==> src/rtl/guard_pkg.sv <==
package guard_pkg;

  typedef struct packed {
    logic       pin_en;
    logic [1:0] region;
  } nv_bits_t;

  function automatic logic region_locked(input logic [1:0] region,
                                         input logic [1:0] top2);
    logic hit;
    case (region)
      2'b00:   hit = 1'b0;
      2'b01:   hit = (top2 == 2'b11);
      2'b10:   hit = top2[1];
      default: hit = 1'b1;
    endcase
    return hit;
  endfunction

  function automatic nv_bits_t nv_from_byte(input logic [7:0] d);
    nv_bits_t n;
    n.pin_en = d[7];
    n.region = d[3:2];
    return n;
  endfunction

  function automatic logic [7:0] pack_status(input nv_bits_t n,
                                             input logic latch,
                                             input logic wip);
    return {n.pin_en, 3'b000, n.region, latch, wip};
  endfunction

endpackage

==> src/rtl/wel_latch.sv <==
module wel_latch (
  input  logic clk,
  input  logic rst_n,
  input  logic set_i,
  input  logic clr_i,
  output logic wel_o
);
  always_ff @(posedge clk or negedge rst_n) begin
    if (!rst_n)     wel_o <= 1'b0;
    else if (clr_i) wel_o <= 1'b0;
    else if (set_i) wel_o <= 1'b1;
  end
endmodule

==> src/rtl/prot_decode.sv <==
module prot_decode #(
  parameter int ADDR_W = 11
) (
  input  logic [1:0]        region_i,
  input  logic [ADDR_W-1:0] addr_i,
  output logic              locked_o
);
  import guard_pkg::*;
  logic [1:0] top2;

  generate
    if (ADDR_W >= 2) begin : g_wide
      assign top2 = addr_i[ADDR_W-1 -: 2];
    end else begin : g_narrow
      assign top2 = {addr_i[0], addr_i[0]};
    end
  endgenerate

  always_comb locked_o = region_locked(region_i, top2);
endmodule

==> src/rtl/nv_status.sv <==
module nv_status (
  input  logic                clk,
  input  logic                rst_n,
  input  logic                accept_i,
  input  logic [7:0]          data_i,
  input  logic                done_i,
  output guard_pkg::nv_bits_t nv_o,
  output logic                pend_o
);
  import guard_pkg::*;
  nv_bits_t pend_q;

  always_ff @(posedge clk or negedge rst_n) begin
    if (!rst_n) begin
      nv_o   <= '0;
      pend_q <= '0;
      pend_o <= 1'b0;
    end else begin
      if (done_i && pend_o) nv_o <= pend_q;
      if (accept_i) begin
        pend_q <= nv_from_byte(data_i);
        pend_o <= 1'b1;
      end else if (done_i) begin
        pend_o <= 1'b0;
      end
    end
  end
endmodule

==> src/rtl/eeprom_wguard.sv <==
module eeprom_wguard #(
  parameter int ADDR_W = 11
) (
  input  logic              clk,
  input  logic              rst_n,
  input  logic              wp_pin,
  input  logic              wren_ev,
  input  logic              wrdi_ev,
  input  logic              sr_cmt_ev,
  input  logic [7:0]        sr_data,
  input  logic              arr_cmt_ev,
  input  logic [ADDR_W-1:0] arr_addr,
  input  logic              wr_done_ev,
  input  logic              busy,
  output logic [7:0]        status_o,
  output logic              arr_ok_o,
  output logic              sr_ok_o
);
  import guard_pkg::*;

  logic     wel;
  logic     wel_clear;
  logic     locked;
  logic     hw_block;
  logic     sr_accept;
  logic     arr_accept;
  logic     sr_pend;
  nv_bits_t nv;

  assign wel_clear = wrdi_ev | wr_done_ev;

  wel_latch u_wel (
    .clk  (clk),
    .rst_n(rst_n),
    .set_i(wren_ev),
    .clr_i(wel_clear),
    .wel_o(wel)
  );

  prot_decode #(.ADDR_W(ADDR_W)) u_prot (
    .region_i(nv.region),
    .addr_i  (arr_addr),
    .locked_o(locked)
  );

  assign hw_block   = nv.pin_en & ~wp_pin;
  assign sr_ok_o    = wel & ~busy & ~hw_block;
  assign arr_ok_o   = wel & ~busy & ~locked;
  assign sr_accept  = sr_cmt_ev & sr_ok_o;
  assign arr_accept = arr_cmt_ev & arr_ok_o;

  nv_status u_nv (
    .clk     (clk),
    .rst_n   (rst_n),
    .accept_i(sr_accept),
    .data_i  (sr_data),
    .done_i  (wr_done_ev),
    .nv_o    (nv),
    .pend_o  (sr_pend)
  );

  assign status_o = pack_status(nv, wel, busy);
endmodule

==> config.mk <==
export PLATFORM = sky130hd
export DESIGN_NAME = eeprom_wguard
export DESIGN_NICKNAME = d
export VERILOG_FILES = /design/src/rtl/guard_pkg.sv /design/src/rtl/wel_latch.sv /design/src/rtl/prot_decode.sv /design/src/rtl/nv_status.sv /design/src/rtl/eeprom_wguard.sv
export SDC_FILE = /design/constraint.sdc
export NUM_CORES = 1
export LEC_CHECK = 0
export ABC_AREA = 1
export ABC_CLOCK_PERIOD_IN_PS = 900
export BUFFER_PORTS_ARGS = -buffer_cell sky130_fd_sc_hd__clkbuf_2
export CORE_AREA = 2 2 41 43
export CTS_CLUSTER_SIZE = 8
export DETAILED_ROUTE_END_ITERATION = 7
export DIE_AREA = 0 0 43 45
export GPL_TIMING_DRIVEN = 0
export PLACE_DENSITY = 0.7
export RECOVER_POWER = 25
export SLEW_MARGIN = 20
export SYNTH_ARGS = -nofsm -noshare
export SYNTH_HDL_FRONTEND = slang
export SYNTH_SLANG_ARGS = --single-unit
==> constraint.sdc <==
create_clock -name clk -period 0.9 [get_ports clk]
set_clock_uncertainty 0.1 [all_clocks]
set_input_delay 0.18 -clock clk [delete_from_list [all_inputs] [get_ports clk]]
set_output_delay 0.18 -clock clk [all_outputs]
set_load 0.01 [all_outputs]
==> results.py, run 1 <==
metrics = {
    "finish": {
        "antenna_cells": 0,
        "nNetsFinal": 109,
        "stdcell_area_um2": 677,
        "most-common-layout-cells": "sky130_fd_sc_hd__clkbuf_2 (15), sky130_fd_sc_hd__nand2_1 (11), sky130_fd_sc_hd__dfrtp_1 (8)",
        "post_route_cells_drive_above_1_share": 0.557,
        "syn_to_final_growth_pct": 57.7,
        "mostFrequentLayoutCell": "sky130_fd_sc_hd__clkbuf_2",
    },
    "timing": {
        "fin_tns_setup_ns": -2.31,
        "timing.final.ws_setup_ns": -0.416,
        "final_max_slew_violation_count": 0,
        "timing.final.crit_share": 1.46,
        "rsz0062_at_grt": "yes",
        "finalSetupViolations": 10,
        "max_freq_ghz": 0.760,
        "fin_crit_ns": 1.32,
        "hold_viol": 0,
    },
    "drt": {
        "wirelength_um": 832,
        "dr_total_vias": 395,
        "drc": 0,
        "drtIter0Drc": 4,
        "drt_first_pass_iters": 2,
        "drt.antenna.violating_nets": 0,
        "vias_per_cell": 4.16,
        "routedWlPerCell_um": 8.76,
    },
    "floorplan": {
        "die_y_um": 45,
        "die-width_um": 43,
        "floorplan.initialDensity": 0.292,
        "fp.dieArea_um2": 1940,
        "io_pins": 38,
        "row_cnt": 14,
        "core_um2": 1470,
    },
    "worst_setup_path": {
        "critical_path.endpoint_type": "primary output",
        "cp_data_required_time_ns": 0.62,
        "worst_ep_arrival_time_ns": 1.04,
        "path_class": "reg -> out",
        "worstSetupStartpoint": "u_nv.nv_o[1]",
        "critical_path.max_fanout": 3,
        "worstReg2RegStart": "u_wel.wel_o",
        "critical_path.max_stage_delay_ns": 0.39,
        "timing.critical_path.cells": "a21o_1 > a21oi_2 > buf_2",
        "critical-path-slowest-cell": "sky130_fd_sc_hd__dfrtp_1",
        "worstSetupStartpointType": "flip-flop",
    },
    "synth": {
        "synth_cell_type_count": 17,
        "synth_seq_cells": 8,
        "synth.yosys.seq_area_share": 0.466,
        "mappedNetlistArea_um2": 429,
        "yosys_warnings": 0,
        "netlist_instances": 48,
        "syn_area_per_cell_um2": 8.94,
    },
    "grt": {
        "vias_in_the_first_global_route": 356,
        "met2_usage": 0.167,
        "overall_routing_resource_usage": 0.104,
        "gr-usage-met3": 0.0240,
        "antenna_found_initial": 0,
        "top_usage_layer": "met2",
        "grt_first_pass_wirelength_um": 1420,
        "grt_max_degree": 9,
        "globalRoute.totalOverflow": 0,
        "global_route.usage.met1": 0.118,
    },
    "placed_design": {
        "postPlaceCellArea_um2": 552,
        "finalWeightedCongestion": 0.751,
        "dpl.hpwl_um": 671,
        "portBuffers": 19,
        "detailedPlace.worstSlack_ns": -0.234,
    },
    "clock_tree": {
        "cts.htree.levels": 1,
        "worst_case_clock_buffer_depth": 2,
        "clock_latency_ns": 0.25,
        "clk_pin_slew_worst_paths_ns": 0.05,
        "clock-root-buffer": "sky130_fd_sc_hd__clkbuf_4",
        "tritoncts": "done",
        "tritoncts.num_buffers": 3,
        "clkSinkCount": 8,
    },
    "run_status": {
        "failed_checks": "negative setup slack",
        "run_status": "finished with violations",
    },
    "power": {
        "vdd.ir_drop.worst_uv": 858,
        "pwr_density_cell_nw_per_um2": 1760,
        "p_leak_nw": 0.387,
    },
    "hold_path": {
        "hold_path_class": "in -> reg",
        "min-delay-start": "sr_data[7]",
    },
    "job": {
        "cap_viol_max_count": 0,
    },
}
-- final timing paths --
path                                   to  slack (ns)  depth (start not counted)
setup reg to reg           u_nv.pend_q[1]       -0.13                          6
max in group asynchronous     u_wel.wel_o        0.31                          2
hold reg to reg            u_nv.pend_q[0]        0.37                          2
min in group asynchronous  u_nv.pend_q[1]        0.21                          2
hold / removal             u_nv.pend_q[2]        0.07                          3
setup / recovery                 arr_ok_o       -0.42                          3
-- repair_timing --
action	CTS	global route
resized for setup	4	12
pin swaps	1	2
buffers inserted	5	1
hold buffers	2	0
hold endpoints to repair	9	0
setup endpoints to repair	10	13
-- cells by family (layout without fill, tap and decap cells) --
family,after synthesis,count (layout),share of synthesized area
AND/OR/NAND/NOR,24,24,0.312
buffers and inverters,10,39,0.131
flip-flops,8,8,0.466
AO/OA/AOI/OAI,5,5,0.0816
other,1,3,0.00874
-- stage by stage --
stage,util,hold slack [ns],total power [mW],instances
3_5_place_dp,0.375,-0.0646,0.778,85
6_report,0.460,0.0696,1.19,95
3_3_place_gp,0.375,-0.0680,0.769,85
4_1_cts,0.440,0.0603,1.15,95
5_1_grt,0.460,0.0845,1.28,95
2_1_floorplan,-,-0.216,0.660,50
-- critical path: cells and delay by family (launching register included) --
| family | cells | cell delay, ns |
|---|---|---|
| AOI/OAI and AO/OA | 2 | 0.27 |
| DFF | 1 | 0.39 |
| buffers and inverters | 1 | 0.13 |
-- power breakdown --
group / switching, mW / leakage [nW] / internal (mW)
registers: 0.0563 / 0.103 / 0.438
logic: 0.188 / 0.271 / 0.240
clock network: 0.116 / 0.0138 / 0.152
-- registers in the layout, summed over array words and instances, names as in the netlist --
signal       cells
u_wel.wel_o      1
u_nv.pend_o      1
u_nv.nv_o        3
u_nv.pend_q      3
-- synthesized netlist by cell type --
cell | count | area [um2]
sky130_fd_sc_hd__nand3_1 | 2 | 10.0
sky130_fd_sc_hd__conb_1 | 1 | 3.75
sky130_fd_sc_hd__nor3_1 | 1 | 5.00
sky130_fd_sc_hd__nand2_2 | 1 | 6.26
sky130_fd_sc_hd__o21ai_1 | 1 | 5.00
sky130_fd_sc_hd__a21oi_2 | 2 | 17.5
sky130_fd_sc_hd__nor2_1 | 2 | 7.51
sky130_fd_sc_hd__a21oi_1 | 1 | 5.00
sky130_fd_sc_hd__nand3_4 | 1 | 17.5
sky130_fd_sc_hd__inv_1 | 3 | 11.3
sky130_fd_sc_hd__inv_2 | 2 | 7.51
sky130_fd_sc_hd__nor2_8 | 1 | 20.0
sky130_fd_sc_hd__a21o_1 | 1 | 7.51
sky130_fd_sc_hd__nand4_1 | 3 | 18.8
sky130_fd_sc_hd__dfrtp_1 | 8 | 200
sky130_fd_sc_hd__buf_4 | 5 | 37.5
sky130_fd_sc_hd__nand2_1 | 13 | 48.8
-- routing by layer --
layer | wire (um) | part of all wire
met1 | 365 | 0.44
met3 | 75 | 0.090
met5 | 0 | 0
met2 | 380 | 0.46
met4 | 10 | 0.012
-- cell type report --
type | instances | area (um2)
Tap cell | 16 | 20.0
Inverter | 5 | 18.8
Timing Repair Buffer | 26 | 176
Multi-Input combinational cell | 32 | 201
Clock buffer | 3 | 22.5
Buffer | 5 | 37.5
Fill cell | 154 | 795
Sequential cell | 8 | 200
Power figures use the tool's default switching activity.
==> run 2: changes to the inputs <==
--- a/config.mk
+++ b/config.mk
@@ -8,14 +8,16 @@
 export ABC_AREA = 1
 export ABC_CLOCK_PERIOD_IN_PS = 900
 export BUFFER_PORTS_ARGS = -buffer_cell sky130_fd_sc_hd__clkbuf_2
-export CORE_AREA = 2 2 41 43
+export CORE_AREA = 2 2 40 42
+export CTS_CLUSTER_DIAMETER = 150
 export CTS_CLUSTER_SIZE = 8
 export DETAILED_ROUTE_END_ITERATION = 7
-export DIE_AREA = 0 0 43 45
+export DIE_AREA = 0 0 42 44
 export GPL_TIMING_DRIVEN = 0
-export PLACE_DENSITY = 0.7
+export PLACE_DENSITY = 0.68
 export RECOVER_POWER = 25
 export SLEW_MARGIN = 20
 export SYNTH_ARGS = -nofsm -noshare
 export SYNTH_HDL_FRONTEND = slang
+export SYNTH_HIERARCHICAL = 1
 export SYNTH_SLANG_ARGS = --single-unit
==> run 2 against run 1 <==
Net effect:
- count of clock-buffer cells in the layout unchanged
- largest cell class unchanged
- highest routed layer is now met3
- sequential cell count is the same
- the run still ends with negative setup slack left
- hold slack got worse by 0.032 ns
- routed wire length is 8.1% higher
==> results.py, run 2 <==
metrics = {
    "run_status": {
        "run_status": "finished with violations",
        "failed_checks": "negative setup slack",
    },
    "worst_setup_path": {
        "critical_path.max_stage_delay_ns": 0.41,
        "worst_ep_arrival_time_ns": 1.04,
        "worstSetupStartpointType": "flip-flop",
        "cp_data_required_time_ns": 0.62,
        "r2r-end": "u_nv/pend_q[2]",
        "worstReg2RegStart": "u_wel/wel_o",
        "critical-path-slowest-cell": "sky130_fd_sc_hd__dfrtp_1",
        "critical_path.max_fanout": 4,
        "critical_path.endpoint_type": "primary output",
        "path_class": "reg -> out",
        "setup.reg_to_reg.worst_slack_ns": -0.30,
        "timing.critical_path.cells": "o21ai_1 > nand2_1 > nor2_2 > buf_2",
        "r2r.worst_path.cells": 7,
    },
    "synth": {
        "synth_cell_type_count": 13,
        "ys_flop_type": "sky130_fd_sc_hd__dfrtp_1",
        "mappedNetlistArea_um2": 405,
        "synth-edff-count": 0,
        "synth.most_common_cell": "sky130_fd_sc_hd__nand2_1",
        "synth_seq_cells": 8,
        "netlist_instances": 52,
        "yosys_warnings": 6,
        "synth_top_area_frac": 0.494,
        "syn_area_per_cell_um2": 7.80,
        "yosys.area.top_type": "sky130_fd_sc_hd__dfrtp_1",
        "synth_top_cells_by_area": "sky130_fd_sc_hd__dfrtp_1 (49%), sky130_fd_sc_hd__nand2_1 (12%), sky130_fd_sc_hd__buf_4 (9.3%)",
        "yosys-top-cells-count": "sky130_fd_sc_hd__nand2_1 (13), sky130_fd_sc_hd__inv_1 (9), sky130_fd_sc_hd__dfrtp_1 (8), sky130_fd_sc_hd__buf_4 (5)",
        "synth.yosys.seq_area_share": 0.494,
        "ffs_w_async_s_r_synth": 1.00,
    },
    "finish": {
        "post_route_cells_drive_above_1_share": 0.476,
        "syn_to_final_growth_pct": 57.7,
        "mostFrequentLayoutCell": "sky130_fd_sc_hd__clkbuf_2",
        "antenna_cells": 0,
        "post_layout_nonfiller_instances": 98,
        "reg.largest.list": "u_nv/nv_o (3), u_nv/pend_q (3)",
        "stdcell_area_um2": 639,
        "most-common-layout-cells": "sky130_fd_sc_hd__clkbuf_2 (14), sky130_fd_sc_hd__nand2_1 (12), sky130_fd_sc_hd__dfrtp_1 (8)",
        "nNetsFinal": 112,
    },
    "drt": {
        "route.layer.met1.wl_um": 374,
        "vias_per_cell": 3.90,
        "drt.antenna.violating_nets": 0,
        "dr_total_vias": 382,
        "drtIter0Drc": 0,
        "routed-wl-met2_um": 458,
        "met3_wirelength_um": 67,
        "drt_first_pass_iters": 1,
        "routedWlPerCell_um": 9.17,
        "wirelength_um": 899,
        "drc": 0,
        "topRoutingLayerUsed": "met3",
    },
    "grt": {
        "grt_max_degree": 9,
        "vias_in_the_first_global_route": 325,
        "overall_routing_resource_usage": 0.0891,
        "antenna_found_initial": 0,
        "globalRoute.totalOverflow": 0,
        "grt_first_pass_wirelength_um": 1220,
    },
    "clock_tree": {
        "worst_case_clock_buffer_depth": 2,
        "clk_pin_slew_worst_paths_ns": 0.06,
        "clkSinkCount": 8,
        "cts.htree.levels": 1,
        "tritoncts.num_buffers": 3,
        "tritoncts": "done",
        "clock-root-buffer": "sky130_fd_sc_hd__clkbuf_4",
        "clock_latency_ns": 0.26,
    },
    "timing": {
        "timing.final.ws_setup_ns": -0.417,
        "timing.final.crit_share": 1.46,
        "fin_crit_ns": 1.32,
        "final_max_slew_violation_count": 0,
        "rsz0062_at_grt": "yes",
        "max_freq_ghz": 0.759,
        "finalSetupViolations": 10,
        "hold_viol": 0,
    },
    "placed_design": {
        "dpl.hpwl_um": 601,
        "portBuffers": 19,
        "postPlaceCellArea_um2": 538,
        "dp.cells": 89,
        "finalWeightedCongestion": 0.717,
    },
    "hold_path": {
        "hold_path_class": "in -> reg",
        "min-delay-start": "sr_data[2]",
        "worst_hold_endpoint": "u_nv/pend_q[0]",
        "worstHoldPathCells": 3,
    },
    "power": {
        "pwr_density_cell_nw_per_um2": 1890,
        "vdd.ir_drop.worst_uv": 955,
        "p_leak_nw": 0.361,
    },
    "job": {
        "cap_viol_max_count": 0,
    },
    "floorplan": {
        "row_cnt": 14,
        "floorplan.initialDensity": 0.286,
        "io_pins": 38,
        "die-width_um": 42,
        "die_y_um": 44,
        "fp.dieArea_um2": 1850,
        "core_um2": 1420,
    },
}
[run 2: changes by cell type after synthesis, sizes merged, moves of 2 or more]
| cell | delta |
|---|---|
| a21oi | -3 |
| o21ai | +3 |
| inv | +4 |
| nor2 | +2 |
| nand4 | -3 |
[run 2: critical path, delay by kind of cell (launching register included)]
kind | cells | cell delay (ns)
and+or+nand+nor | 2 | 0.13
AOI/OAI and AO/OA | 1 | 0.12
DFF | 1 | 0.41
buffers and inverters | 1 | 0.12
[run 2: layout make-up]
| class | instances | area [um2] |
|---|---|---|
| buffer | 5 | 41.3 |
| clock buffer | 3 | 22.5 |
| fill | 151 | 779 |
| inverter | 9 | 33.8 |
| multi-input combinational | 32 | 154 |
| sequential | 8 | 200 |
| tap | 16 | 20.0 |
| timing repair buffer | 25 | 168 |
[run 2: power breakdown]
group          total, mW  switching, mW  internal [mW]
clock network      0.292          0.138          0.154
registers          0.527         0.0728          0.454
logic              0.389          0.171          0.219
[run 2: how the worst max path moves through the flow]
stage,from,endpoint,slack (ns),depth (start not counted)
detailed placement,u_wel/wel_o,u_nv/pend_q[0],-0.20,5
finish,u_nv/nv_o[0],arr_ok_o,-0.42,4
global route,u_nv/nv_o[0],arr_ok_o,-0.50,4
CTS,u_nv/nv_o[0],arr_ok_o,-0.43,4
global placement,u_wel/wel_o,u_nv/pend_q[0],-0.19,5
floorplan,u_wel/wel_o,u_nv/pend_q[0],-0.11,5
[run 2: metrics by stage]
| stage | util | setup WS (ns) | total power [mW] | setup TNS, ns | hold slack [ns] |
|---|---|---|---|---|---|
| 4_1_cts | 0.424 | -0.432 | 1.12 | -2.45 | 0.0347 |
| 5_1_grt | 0.451 | -0.499 | 1.29 | -3.75 | 0.0396 |
| 3_3_place_gp | 0.379 | -0.191 | 0.788 | -1.06 | -0.0690 |
| 3_5_place_dp | 0.379 | -0.201 | 0.798 | -1.11 | -0.0640 |
| 6_report | 0.451 | -0.417 | 1.21 | -3.01 | 0.0381 |
| 2_1_floorplan | - | -0.106 | 0.673 | -0.538 | -0.216 |
[run 2: metal layers]
metal	up-vias	track usage
met1	158	0.104
met4	0	0.0774
li1	208	-
met2	16	0.144
met5	-	0
met3	0	0.0125
[run 2: cell families (layout without fill, tap and decap cells)]
| kind of cell | count (synthesis) | after routing | synth area share |
|---|---|---|---|
| AND/OR/NAND/NOR | 24 | 24 | 0.253 |
| buffers and inverters | 14 | 42 | 0.176 |
| flip-flops | 8 | 8 | 0.494 |
| AO/OA/AOI/OAI | 5 | 5 | 0.0679 |
| other | 1 | 3 | 0.00925 |
[run 2: timing repair]
action | CTS | global route
endpoints found under the setup margin | 10 | 10
pin swaps | 0 | 3
endpoints found under the hold margin | 8 | 0
setup buffers | 2 | 3
resized for setup | 7 | 8
hold buffers | 1 | 0
==> run 3: changes to the inputs <==
==> constraint.sdc (replaced) <==
create_clock -name clk -period 0.9 [get_ports clk]
set_clock_uncertainty 0.1 [all_clocks]
set_input_delay 0.09 -clock clk [delete_from_list [all_inputs] [get_ports clk]]
set_output_delay 0.09 -clock clk [all_outputs]
set_load 0.01 [all_outputs]
==> run 3 against run 2 <==
Net effect:
- the run ends with negative hold slack, negative setup slack left
- first-iteration DRC count is 4 higher
- hold slack got worse by 0.086 ns
- clock power is 2% lower
- non-clock buffer count increased by 2
- cell count increased by 2.0%
- routed wire length shrank 0.33%
- die area did not move
- largest cell class unchanged
==> results.py, run 3 (synthesis gave the netlist of run 2 again) <==
metrics = {
    "grt": {
        "grt_first_pass_wirelength_um": 1280,
        "overall_routing_resource_usage": 0.0926,
        "globalRoute.totalOverflow": 0,
        "grt_max_degree": 9,
        "antenna_found_initial": 0,
        "vias_in_the_first_global_route": 345,
    },
    "floorplan": {
        "core_um2": 1420,
        "die-width_um": 42,
        "row_cnt": 14,
        "die_y_um": 44,
        "floorplan.initialDensity": 0.286,
        "io_pins": 38,
        "fp.dieArea_um2": 1850,
    },
    "worst_setup_path": {
        "worst_ep_arrival_time_ns": 1.05,
        "critical_path.max_stage_delay_ns": 0.39,
        "path_class": "reg -> out",
        "critical_path.endpoint_type": "primary output",
        "cp_common_cell": "sky130_fd_sc_hd__inv_2",
        "worstSetupStartpointType": "flip-flop",
        "setup.reg_to_reg.worst_slack_ns": -0.20,
        "critical-path-slowest-cell": "sky130_fd_sc_hd__dfrtp_1",
        "timing.critical_path.cells": "inv_2 > nor2_2 > nand2_2 > inv_2 > buf_6",
        "critical_path.max_fanout": 3,
        "cp_data_required_time_ns": 0.71,
    },
    "finish": {
        "post_layout_nonfiller_instances": 100,
        "mostFrequentLayoutCell": "sky130_fd_sc_hd__clkbuf_2",
        "syn_to_final_growth_pct": 62.3,
        "reg.largest.list": "u_nv/nv_o (3), u_nv/pend_q (3)",
        "nNetsFinal": 114,
        "fill_cells": 150,
        "most-common-layout-cells": "sky130_fd_sc_hd__clkbuf_2 (14), sky130_fd_sc_hd__nand2_1 (12), sky130_fd_sc_hd__dfrtp_1 (8)",
        "antenna_cells": 0,
        "post_route_cells_drive_above_1_share": 0.452,
    },
    "timing": {
        "hold_viol": 1,
        "finalSetupViolations": 10,
        "max_freq_ghz": 0.809,
        "timing.final.ws_setup_ns": -0.337,
        "final_max_slew_violation_count": 0,
        "rsz0062_at_grt": "yes",
        "hold-worst-slack_ns": -0.0482,
        "fin_crit_ns": 1.24,
        "fin_tns_setup_ns": -2.10,
        "timing.final.crit_share": 1.37,
    },
    "run_status": {
        "run_status": "finished with violations",
        "failed_checks": "negative hold slack, negative setup slack",
    },
    "power": {
        "power.total_mw": 1.21,
        "pwr_density_cell_nw_per_um2": 1840,
        "vdd.ir_drop.worst_uv": 953,
        "p_leak_nw": 0.368,
    },
    "placed_design": {
        "portBuffers": 19,
        "finalWeightedCongestion": 0.717,
        "detailedPlace.worstSlack_ns": -0.201,
        "dp.cells": 89,
        "dpl.hpwl_um": 601,
    },
    "clock_tree": {
        "clock-root-buffer": "sky130_fd_sc_hd__clkbuf_4",
        "cts.htree.levels": 1,
        "hold_buffers": 4,
        "clock_latency_ns": 0.26,
        "tritoncts": "done",
        "worst_case_clock_buffer_depth": 2,
        "clk_pin_slew_worst_paths_ns": 0.06,
        "clkSinkCount": 8,
        "tritoncts.num_buffers": 3,
    },
    "drt": {
        "drc": 0,
        "drtIter0Drc": 4,
        "dr_total_vias": 394,
        "topRoutingLayerUsed": "met3",
        "route.layer.met1.wl_um": 355,
        "wirelength_um": 896,
        "drt.antenna.violating_nets": 0,
        "vias_per_cell": 3.94,
        "routedWlPerCell_um": 8.96,
        "drt_first_pass_iters": 2,
        "routed-wl-met2_um": 478,
        "met3_wirelength_um": 62,
    },
    "hold_path": {
        "hold_path_class": "in -> reg",
    },
    "job": {
        "cap_viol_max_count": 0,
    },
}
-- run 3: changes by cell type in the layout (fill, tap and decap cells not counted) --
cell | previous run | this run
sky130_fd_sc_hd__dlygate4sd3_1 | 1 | 4
sky130_fd_sc_hd__buf_6 | 6 | 5
-- run 3: final timing paths --
path,startpoint,end,cells after the start
min in group asynchronous,rst_n,u_nv/pend_q[2],2
worst min register to register,u_nv/nv_o[1],u_nv/nv_o[1],2
worst min-delay path,wren_ev,u_wel/wel_o,3
worst max-delay path,u_wel/wel_o,sr_ok_o,5
worst max register to register,u_wel/wel_o,u_nv/pend_o,5
max in group asynchronous,rst_n,u_nv/nv_o[0],2
-- run 3: power breakdown --
| part | internal (mW) | leakage, nW | switching [mW] |
|---|---|---|---|
| sequential | 0.454 | 0.0997 | 0.0730 |
| clock | 0.153 | 0.0138 | 0.133 |
| combinational | 0.224 | 0.254 | 0.171 |
| total | 0.832 | 0.368 | 0.377 |
-- run 3: cell type report --
type / instances / area, um2 / share of cell area
plain buffers: 5 / 41.3 / 0.0627
clock buffers: 3 / 22.5 / 0.0342
inverters: 9 / 33.8 / 0.0513
multi-input cells: 32 / 154 / 0.234
flip-flops and latches: 8 / 200 / 0.304
well taps: 16 / 20.0 / 0.0304
repair buffers: 27 / 186 / 0.283
-- run 3: layer usage --
metal  up-vias  track usage
met3         0       0.0125
met5         -            0
met2        16        0.156
met4         0       0.0774
li1        211            -
met1       167        0.104
-- run 3: stage by stage --
| stage | cell area [um2] | hold slack [ns] | util |
|---|---|---|---|
| floorplan | 423 | -0.306 | - |
| global placement | 538 | -0.159 | 0.379 |
| CTS | 632 | -0.0381 | 0.445 |
| global route | 658 | -0.0326 | 0.464 |
| finish | 658 | -0.0482 | 0.464 |
| detailed placement | 538 | -0.154 | 0.379 |
-- run 3: critical path: cells and delay by family (launching register included) --
family / cells / cell delay, ns
AND/OR/NAND/NOR: 2 / 0.20
flip-flops: 1 / 0.39
buffers and inverters: 3 / 0.19
-- run 3: timing repair --
action | in CTS | in global routing
endpoints found under the setup margin | 10 | 10
pin swaps | 0 | 3
resized for setup | 7 | 7
buffers inserted | 2 | 2
hold endpoints to repair | 12 | 1
